## src/rtl/itr_timer_pkg.sv

```systemverilog
package itr_timer_pkg;

  typedef enum logic [1:0] {
    ST_HEAD  = 2'd0,
    ST_LINE  = 2'd1,
    ST_INTEG = 2'd2,
    ST_GAP   = 2'd3
  } tstate_e;

endpackage

```

## src/rtl/tg_line_period.sv

```systemverilog
// Clocks between line strobes: rows leave at two pixels per clock,
// split across 1, 2 or 4 outputs; never fewer than 2 clocks.
module tg_line_period #(
  parameter int PIX_W = 11
) (
  input  logic [PIX_W-1:0] ppr,
  input  logic [1:0]       sel,
  output logic [PIX_W-1:0] period
);
  localparam int SUM_W = PIX_W + 1;

  logic [SUM_W-1:0] sum;
  logic [SUM_W-1:0] quot;

  always_comb begin
    case (sel)
      2'd0:    sum = SUM_W'(ppr) + SUM_W'(1);
      2'd1:    sum = SUM_W'(ppr) + SUM_W'(3);
      default: sum = SUM_W'(ppr) + SUM_W'(7);
    endcase
    case (sel)
      2'd0:    quot = sum >> 1;
      2'd1:    quot = sum >> 2;
      default: quot = sum >> 3;
    endcase
    if (quot < SUM_W'(2)) period = PIX_W'(2);
    else                  period = quot[PIX_W-1:0];
  end
endmodule

```

## src/rtl/tg_fall_stage.sv

```systemverilog
// Launches the line strobe from the falling clock edge.
module tg_fall_stage (
  input  logic clk,
  input  logic rst,
  input  logic d,
  output logic q
);
  always_ff @(negedge clk) begin
    if (rst) q <= 1'b0;
    else     q <= d;
  end
endmodule

```

## src/rtl/itr_frame_timer.sv

```systemverilog
module itr_frame_timer
  import itr_timer_pkg::*;
#(
  parameter int ROW_W      = 10,
  parameter int PIX_W      = 11,
  parameter int INT_W      = 16,
  parameter int RESET_CLKS = 4
) (
  input  logic             clk,
  input  logic             rst,
  input  logic [ROW_W-1:0] rows_cfg,
  input  logic [PIX_W-1:0] ppr_cfg,
  input  logic [INT_W-1:0] int_cfg,
  input  logic [1:0]       out_sel,
  input  logic             interlace_en,
  output logic             fsync,
  output logic             lsync,
  output logic             field
);
  localparam int CNT_W = (INT_W > PIX_W) ? INT_W : PIX_W;
  localparam logic [CNT_W-1:0] C_ONE = CNT_W'(1);
  localparam logic [CNT_W-1:0] GAP_LOAD = CNT_W'(RESET_CLKS - 1);

  tstate_e          state;
  logic [CNT_W-1:0] cnt;
  logic [ROW_W-1:0] row_left;
  logic [ROW_W-1:0] rows_q;
  logic [PIX_W-1:0] ppr_q;
  logic [INT_W-1:0] int_q;
  logic [1:0]       sel_q;
  logic             fsync_q;
  logic             field_q;
  logic             lreq;
  logic [PIX_W-1:0] period;

  tg_line_period #(.PIX_W(PIX_W)) u_period (
    .ppr    (ppr_q),
    .sel    (sel_q),
    .period (period)
  );

  always_ff @(posedge clk) begin
    if (rst) begin
      state    <= ST_GAP;
      cnt      <= '0;
      row_left <= '0;
      rows_q   <= '0;
      ppr_q    <= '0;
      int_q    <= '0;
      sel_q    <= '0;
      fsync_q  <= 1'b0;
      field_q  <= 1'b0;
      lreq     <= 1'b0;
    end else begin
      lreq <= 1'b0;
      case (state)
        ST_GAP: begin
          if (cnt == '0) begin
            rows_q  <= (rows_cfg == '0) ? ROW_W'(1) : rows_cfg;
            int_q   <= (int_cfg == '0) ? INT_W'(1) : int_cfg;
            ppr_q   <= ppr_cfg;
            sel_q   <= out_sel;
            fsync_q <= 1'b1;
            field_q <= interlace_en ? ~field_q : 1'b0;
            state   <= ST_HEAD;
          end else begin
            cnt <= cnt - C_ONE;
          end
        end
        ST_HEAD: begin
          lreq     <= 1'b1;
          row_left <= rows_q - ROW_W'(1);
          cnt      <= CNT_W'(period) - C_ONE;
          state    <= ST_LINE;
        end
        ST_LINE: begin
          if (cnt != '0) begin
            cnt <= cnt - C_ONE;
          end else if (row_left != '0) begin
            lreq     <= 1'b1;
            row_left <= row_left - ROW_W'(1);
            cnt      <= CNT_W'(period) - C_ONE;
          end else begin
            fsync_q <= 1'b0;
            cnt     <= CNT_W'(int_q) - C_ONE;
            state   <= ST_INTEG;
          end
        end
        default: begin
          if (cnt != '0) begin
            cnt <= cnt - C_ONE;
          end else begin
            cnt   <= GAP_LOAD;
            state <= ST_GAP;
          end
        end
      endcase
    end
  end

  tg_fall_stage u_fall (
    .clk (clk),
    .rst (rst),
    .d   (lreq),
    .q   (lsync)
  );

  assign fsync = fsync_q;
  assign field = field_q;
endmodule

```

## config.mk

```make
export PLATFORM = sky130hd
export DESIGN_NAME = itr_frame_timer
export DESIGN_NICKNAME = d
export VERILOG_FILES = /design/src/rtl/itr_timer_pkg.sv /design/src/rtl/tg_line_period.sv /design/src/rtl/tg_fall_stage.sv /design/src/rtl/itr_frame_timer.sv
export SDC_FILE = /design/constraint.sdc
export NUM_CORES = 1
export LEC_CHECK = 0
export ABC_CLOCK_PERIOD_IN_PS = 5400
export CORE_AREA = 2 2 111 113
export CTS_BUF_LIST = sky130_fd_sc_hd__clkbuf_16
export DETAILED_ROUTE_END_ITERATION = 10
export DIE_AREA = 0 0 113 115
export GPL_TIMING_DRIVEN = 0
export PLACE_DENSITY_LB_ADDON = 0.25
export SYNTH_ARGS = -nofsm -noshare
export SYNTH_HDL_FRONTEND = slang
export SYNTH_SLANG_ARGS = --single-unit
```

## constraint.sdc

```tcl
create_clock -name clk -period 5.4 [get_ports clk]
set_input_delay 1.08 -clock clk [delete_from_list [all_inputs] [get_ports clk]]
set_output_delay 1.08 -clock clk [all_outputs]
set_load 0.01 [all_outputs]
```

==> impl_metrics.py, run 1 <==
metrics = {
    "global_routing": {
        "grt-ovfl-total": 0,
        "grt_use_total": 0.256,
        "antenna_found_initial": 0,
        "grt_first_pass_wirelength_mm": 26.8,
        "grt_max_degree": 13,
        "grt_pass1_vias": 5298,
    },
    "power": {
        "pwr-share-comb": 0.675,
        "vdd_drop_max_v": 0.000417,
        "seq_power_share": 0.188,
        "swShare": 0.512,
        "leakagePower_nw": 2.30,
        "p_clk_frac": 0.137,
        "p_switching_w": 0.00235,
        "p_int_w": 0.00224,
        "total_power_w": 0.00460,
        "powerDensity_nw_per_um2": 748,
    },
    "sta": {
        "final.setup.worst_slack_ns": 0.412,
        "fin_tns_setup_ns": 0,
        "min_period_ns": 4.99,
        "finalSetupViolCount": 0,
        "maxSlewHeadroom": 0.551,
        "period_share": 0.924,
        "rsz0062_at_grt": "no",
        "hold_violations": 0,
        "slew_violations": 0,
        "max_freq_mhz": 200,
        "fin_worst_skew_ns": 0.0520,
        "worst_pin_slew_ns": 0.671,
    },
    "die": {
        "die_h_microns": 115,
        "fp.dieW_microns": 113,
        "die_area_sq_um": 13000,
        "core-area_sq_um": 11800,
        "core.rowCount": 40,
        "start_util": 0.442,
        "io_pins": 45,
    },
    "cts": {
        "clkSinkCount": 71,
        "postCtsHoldBufs": 0,
        "clockBufferDepth": 2,
        "cts_tree": "done",
        "postCtsSetupBuffers": 0,
        "cts-root-buf": "clkbuf_16",
        "path_clk_slew_ns": 0.06,
        "clkLatencyLatePin_ns": 0.38,
        "cts_buffers": 9,
        "htreeDepth": 3,
    },
    "yosys": {
        "ys_ff_latch": 71,
        "yosysWarnings": 0,
        "synthArstFlopShare": 0,
        "syn_area_sq_um": 5220,
        "synth.distinct_cells": 82,
        "synth_top_area_cell": "dfxtp_1",
        "syn_nets": 767,
        "synth_area_per_cell_sq_um": 7.31,
        "synth_most_common_cell": "nand2_1",
        "synth_commonest_cells": "nand2_1, a21oi_1, dfxtp_1, nor2_1, clkbuf_1",
        "synth_area_leaders": "dfxtp_1, nand2_1, a21oi_1",
        "syn_inst": 714,
        "ys_seq_area_frac": 0.272,
        "synth_edf_count": 0,
        "synth_top_area_share": 0.272,
        "synthFlopType": "dfxtp_1",
    },
    "cells_and_area": {
        "drive_gt1_frac": 0.0634,
        "fin_cells": 920,
        "multiInputGateArea_sq_um": 3560,
        "syn_to_final_growth_pct": 17.8,
        "fill_cells": 1174,
        "final_area_sq_um": 6150,
        "finalNetCount": 821,
        "seqCellArea_sq_um": 1420,
        "antenna_cells": 0,
    },
    "setup_path": {
        "regToRegStartpoint": "sel_q[1]",
        "required_ns": 5.65,
        "worst-setup-path-type": "flip-flop to flip-flop",
        "cp.arrival_ns": 5.24,
        "rrSetupSlack_ns": 0.41,
        "worstPathMaxFanout": 10,
        "crit_path_end_kind": "flip-flop",
        "r2r_cells": 17,
        "rr_endpoint": "cnt[2]",
        "cp-start-kind": "flip-flop",
    },
    "route": {
        "route.detailed.drc": 0,
        "wl_mm": 16.4,
        "wl_per_cell_microns": 17.9,
        "ant_nets": 0,
        "dr.pass1.iters": 5,
        "drt-initial-drc-count": 672,
        "routed_via_density": 6.16,
        "vias": 5663,
    },
    "worst_hold_path": {
        "min_path_type": "flip-flop to flip-flop",
        "worstHoldStart": "ppr_q[2]",
        "min_path_cells": 2,
        "min_to": "ppr_q[2]",
    },
    "place": {
        "dp_hpwl_mm": 12.6,
        "post-place-ws_ns": 0.425,
        "dp_cells": 904,
        "place_area_sq_um": 5830,
        "routabilityCongestion": 0.922,
        "port_buffers": 43,
    },
    "run": {
        "drv_cap": 0,
    },
    "outcome": {
        "outcome": "finished clean",
    },
}
[worst max path at each step]
| stage | from | to | slack (ns) | depth (start not counted) |
|---|---|---|---|---|
| detailed placement | sel_q[1] | cnt[8] | 0.42 | 16 |
| global placement | sel_q[1] | cnt[8] | 0.33 | 16 |
| floorplan | rst | u_fall.q | 0.96 | 3 |
| CTS | sel_q[1] | cnt[8] | 0.38 | 16 |
| finish | sel_q[1] | cnt[2] | 0.41 | 17 |
| global route | sel_q[1] | cnt[8] | 0.15 | 16 |
[layer usage]
metal | share of wire | track usage
met4 | 0.014 | 0.0764
met3 | 0.085 | 0.0369
met1 | 0.46 | 0.362
met2 | 0.44 | 0.407
met5 | 0 | 0
[worst max-delay path, cell delays in order, from the launching register on]
cell and delay, ns:
dfxtp_1 0.40, clkbuf_1 0.40, clkbuf_1 0.47, clkbuf_1 0.14, ha_1 0.22, buf_2 0.18, a21oi_2 0.38, nor2_1 0.18
o21a_1 0.21, a221oi_1 0.39, nor2_1 0.19, a31oi_1 0.37, inv_1 0.08, ha_1 0.21, or3_1 0.44, a21boi_0 0.34
nor4_1 0.09, a211oi_1 0.21
[kinds of logic after synthesis]
group	share of synthesized area
buffers and inverters	0.0458
DFF	0.272
muxes	0.0216
AOI/OAI and AO/OA	0.281
xor gates and xnor gates	0.0621
adders and majority gates	0.0278
and+or+nand+nor	0.290
[placed cells by master (no fill, tap or decap), types with 4 or more instances in the layout]
| cell | netlist | routed |
|---|---|---|
| nand2_1 | 116 | 116 |
| a21oi_1 | 79 | 79 |
| dfxtp_1 | 71 | 71 |
| nor2_1 | 62 | 62 |
| clkdlybuf4s50_1 | 0 | 43 |
| clkbuf_1 | 34 | 34 |
| o21ai_0 | 32 | 32 |
| nor3_1 | 24 | 24 |
| xnor2_1 | 19 | 19 |
| xor2_1 | 18 | 18 |
| inv_1 | 15 | 17 |
| nand3_1 | 17 | 17 |
| nor4_1 | 17 | 17 |
| or3_1 | 13 | 13 |
| a211oi_1 | 12 | 12 |
| ha_1 | 10 | 10 |
| a31oi_1 | 9 | 9 |
| mux2i_1 | 9 | 9 |
| clkbuf_16 | 0 | 9 |
| buf_2 | 8 | 8 |
| or2_2 | 7 | 7 |
| and3_1 | 7 | 7 |
| o31ai_1 | 6 | 6 |
| a21o_1 | 6 | 6 |
| or4_1 | 6 | 6 |
| o21a_1 | 5 | 5 |
| a221oi_1 | 5 | 5 |
| nor3b_1 | 4 | 4 |
| nand4_1 | 4 | 4 |
| a311oi_1 | 4 | 4 |
| and2_1 | 4 | 4 |
| nand2b_1 | 4 | 4 |
| a211o_1 | 4 | 4 |
| a21boi_0 | 5 | 4 |
| o211ai_1 | 4 | 4 |
[power by group through the flow]
| stage | logic [W] | clock network [W] | registers (W) |
|---|---|---|---|
| 6_report | 0.00310 | 0.000630 | 0.000862 |
| 5_1_grt | 0.00339 | 0.000662 | 0.000883 |
| 4_1_cts | 0.00303 | 0.000636 | 0.000857 |
| 3_5_place_dp | 0.00300 | 0.00000232 | 0.000866 |
| 3_3_place_gp | 0.00295 | 0.00000232 | 0.000856 |
| 2_1_floorplan | 0.00226 | 0.00000232 | 0.000818 |
[flip-flops by register name (all words and copies together), names as in the netlist]
name and flops:
ppr_q 11, lreq 1, field 1, cnt 16, row_left 10, rows_q 10
int_q 16, sel_q 2, fsync 1, u_fall.q 1, state 2
[cell type report]
type | count | share of cell area
Tap cell | 147 | 0.0299
Sequential cell | 71 | 0.231
Clock inverter | 8 | 0.0149
Buffer | 44 | 0.0297
Inverter | 14 | 0.00855
Clock buffer | 9 | 0.0366
Timing Repair Buffer | 43 | 0.0700
Multi-Input combinational cell | 584 | 0.579
[stage by stage]
| stage | util | hold slack [ns] |
|---|---|---|
| 2_1_floorplan | - | 0.436 |
| 3_3_place_gp | 0.494 | 0.445 |
| 3_5_place_dp | 0.494 | 0.455 |
| 4_1_cts | 0.520 | 0.463 |
| 5_1_grt | 0.520 | 0.475 |
| 6_report | 0.520 | 0.459 |
[repair_timing]
| action | in CTS | in global routing |
|---|---|---|
| gates resized for setup | 0 | 1 |
| endpoints found under the setup margin | 0 | 1 |
| endpoints found under the hold margin | 0 | 0 |
Power figures use the tool's default switching activity.
==> inputs of run 2 (changes only) <==
--- a/config.mk
+++ b/config.mk
@@ -10,7 +10,7 @@
 export CTS_BUF_LIST = sky130_fd_sc_hd__clkbuf_16
 export DETAILED_ROUTE_END_ITERATION = 10
 export DIE_AREA = 0 0 113 115
-export GPL_TIMING_DRIVEN = 0
+export GPL_TIMING_DRIVEN = 1
 export PLACE_DENSITY_LB_ADDON = 0.25
 export SYNTH_ARGS = -nofsm -noshare
 export SYNTH_HDL_FRONTEND = slang
==> run 2 against run 1 <==
Compared with the run above:
- via count down 4.5%
- power down 4.2%
- combinational power down 4%
- utilization down 1.5 points
- first-iteration DRC count down 33%
- global-route usage down 2.6 points
- hold slack worse by 0.0086 ns
- largest cell class unchanged
==> impl_metrics.py, run 2 (synthesized netlist as in run 1, its figures left out) <==
metrics = {
    "outcome": {
        "outcome": "finished clean",
    },
    "setup_path": {
        "regToRegStartpoint": "sel_q[1]",
        "rrSetupSlack_ns": 0.87,
        "r2r_cells": 14,
        "startpoint": "u_fall.q",
        "required_ns": 4.32,
        "worstPathMaxFanout": 1,
        "rr_endpoint": "cnt[8]",
        "worst-setup-path-type": "flip-flop to primary output",
        "crit_family": "buffers and inverters",
        "max_stage_delay_ns": 0.52,
        "crit_path_end_kind": "primary output",
        "path_depth": 1,
        "critPathCapture": "lsync",
        "cp-start-kind": "flip-flop",
        "cp.buffers_inverters": 1,
        "cpMaxStageDelayCell": "clkdlybuf4s50_1",
        "cp_cell_sequence": "clkdlybuf4s50_1",
        "cp.arrival_ns": 3.90,
    },
    "die": {
        "io_pins": 45,
        "core-area_sq_um": 11800,
        "start_util": 0.442,
        "die_h_microns": 115,
        "die_area_sq_um": 13000,
        "core.rowCount": 40,
        "fp.dieW_microns": 113,
    },
    "sta": {
        "hold_violations": 0,
        "slew_violations": 0,
        "fin_worst_skew_ns": 0.0512,
        "finalSetupViolCount": 0,
        "worst_pin_slew_ns": 0.737,
        "fin_tns_setup_ns": 0,
        "maxSlewHeadroom": 0.507,
        "rsz0062_at_grt": "no",
    },
    "worst_hold_path": {
        "worstHoldStart": "fsync",
        "min_path_type": "flip-flop to flip-flop",
    },
    "route": {
        "drt-initial-drc-count": 450,
        "routed_via_density": 6.12,
        "wl_mm": 14.8,
        "wl_per_cell_microns": 16.7,
        "vias": 5407,
        "route.detailed.drc": 0,
        "ant_nets": 0,
        "dr.pass1.iters": 5,
    },
    "cts": {
        "cts_resized": 0,
        "cts_tree": "done",
        "cts_buffers": 9,
        "postCtsHoldBufs": 0,
        "clockBufferDepth": 2,
        "htreeDepth": 3,
        "clkLatencyLatePin_ns": 0.39,
        "postCtsSetupBuffers": 0,
        "cts-root-buf": "clkbuf_16",
        "clkSinkCount": 71,
        "path_clk_slew_ns": 0.06,
    },
    "place": {
        "dp_hpwl_mm": 10.7,
        "dp_cells": 867,
        "port_buffers": 44,
        "routabilityCongestion": 0.927,
    },
    "run": {
        "drv_cap": 0,
    },
    "power": {
        "vdd_drop_max_v": 0.000291,
        "leakagePower_nw": 2.22,
        "total_power_w": 0.00440,
        "powerDensity_nw_per_um2": 737,
    },
    "cells_and_area": {
        "mostFrequentLayoutCells": "nand2_1, a21oi_1, dfxtp_1, nor2_1, clkdlybuf4s50_1",
        "final_core_util": 0.506,
        "syn_to_final_growth_pct": 14.4,
        "final_common_cell": "nand2_1",
        "reg_top3": "cnt (16), int_q (16), ppr_q (11)",
        "fill_cells": 1146,
        "drive_gt1_frac": 0.0666,
        "antenna_cells": 0,
        "finalNetCount": 784,
        "fin_cells": 883,
    },
    "global_routing": {
        "grt_max_degree": 62,
        "grt_first_pass_wirelength_mm": 24.6,
        "antenna_found_initial": 0,
        "grt_use_total": 0.230,
        "grt-ovfl-total": 0,
        "grt_pass1_vias": 4910,
    },
}
-- run 2: cell count changes in the layout (fill, tap and decap cells not counted), sizes merged --
cell / before / now
buf: 10 / 7
bufinv: 2 / 0
clkbuf: 43 / 9
clkinv: 1 / 3
clkinvlp: 1 / 2
inv: 18 / 17
-- run 2: cell type report --
type,count,area [sq um],share of cell area
multi-input cells,584,3560,0.596
flip-flops and latches,71,1420,0.238
repair buffers,50,480,0.0805
clock buffers,9,225,0.0377
well taps,147,184,0.0308
inverters,14,52.6,0.00880
clock inverters,8,50.0,0.00838
-- run 2: how the worst min path moves through the flow --
stage / cells past startpoint / endpoint
floorplan: 2 / ppr_q[2]
global placement: 2 / fsync
detailed placement: 2 / fsync
CTS: 2 / fsync
global route: 2 / fsync
finish: 2 / fsync
-- run 2: through the flow --
stage / setup slack [ns] / instance area [sq um] / hold WS (ns)
2_1_floorplan: 0.955 / 5220 / 0.436
3_5_place_dp: 0.813 / 5700 / 0.447
3_3_place_gp: 0.804 / 5700 / 0.441
6_report: 0.422 / 5970 / 0.451
4_1_cts: 0.406 / 5970 / 0.454
5_1_grt: 0.378 / 5970 / 0.471
-- run 2: worst register-to-register path, cell delays in order (launching register included) --
cell	delay [ns]
dfxtp_1	0.31
nor2_1	0.39
inv_1	0.15
fa_1	0.47
a21oi_2	0.41
nor4_1	0.15
or3_1	0.32
a211o_1	0.37
a21oi_1	0.40
a31oi_1	0.25
inv_1	0.10
ha_1	0.16
a21boi_0	0.54
a311o_1	0.28
a311oi_1	0.09
-- run 2: metal layers --
| layer | vias to the layer above | share of wire | track usage |
|---|---|---|---|
| li1 | 2664 | - | - |
| met1 | 2483 | 0.48 | 0.348 |
| met2 | 242 | 0.43 | 0.335 |
| met3 | 18 | 0.074 | 0.0337 |
| met4 | 0 | 0.016 | 0.0724 |
| met5 | - | 0 | 0 |
-- run 2: where the power goes --
part | switching (W) | total, W | internal (W) | leakage (nW)
registers | 0.000203 | 0.000883 | 0.000681 | 0.577
logic | 0.00184 | 0.00297 | 0.00113 | 1.51
clock network | 0.000239 | 0.000550 | 0.000312 | 0.135
total | 0.00228 | 0.00440 | 0.00212 | 2.22
==> inputs of run 3 (changes only) <==
--- a/config.mk
+++ b/config.mk
@@ -12,6 +12,7 @@
 export DIE_AREA = 0 0 113 115
 export GPL_TIMING_DRIVEN = 1
 export PLACE_DENSITY_LB_ADDON = 0.25
+export SETUP_SLACK_MARGIN = 0.05
 export SYNTH_ARGS = -nofsm -noshare
 export SYNTH_HDL_FRONTEND = slang
 export SYNTH_SLANG_ARGS = --single-unit
==> results of run 3 <==
The final DEF is identical to that of run 2; final timing and power are the same.
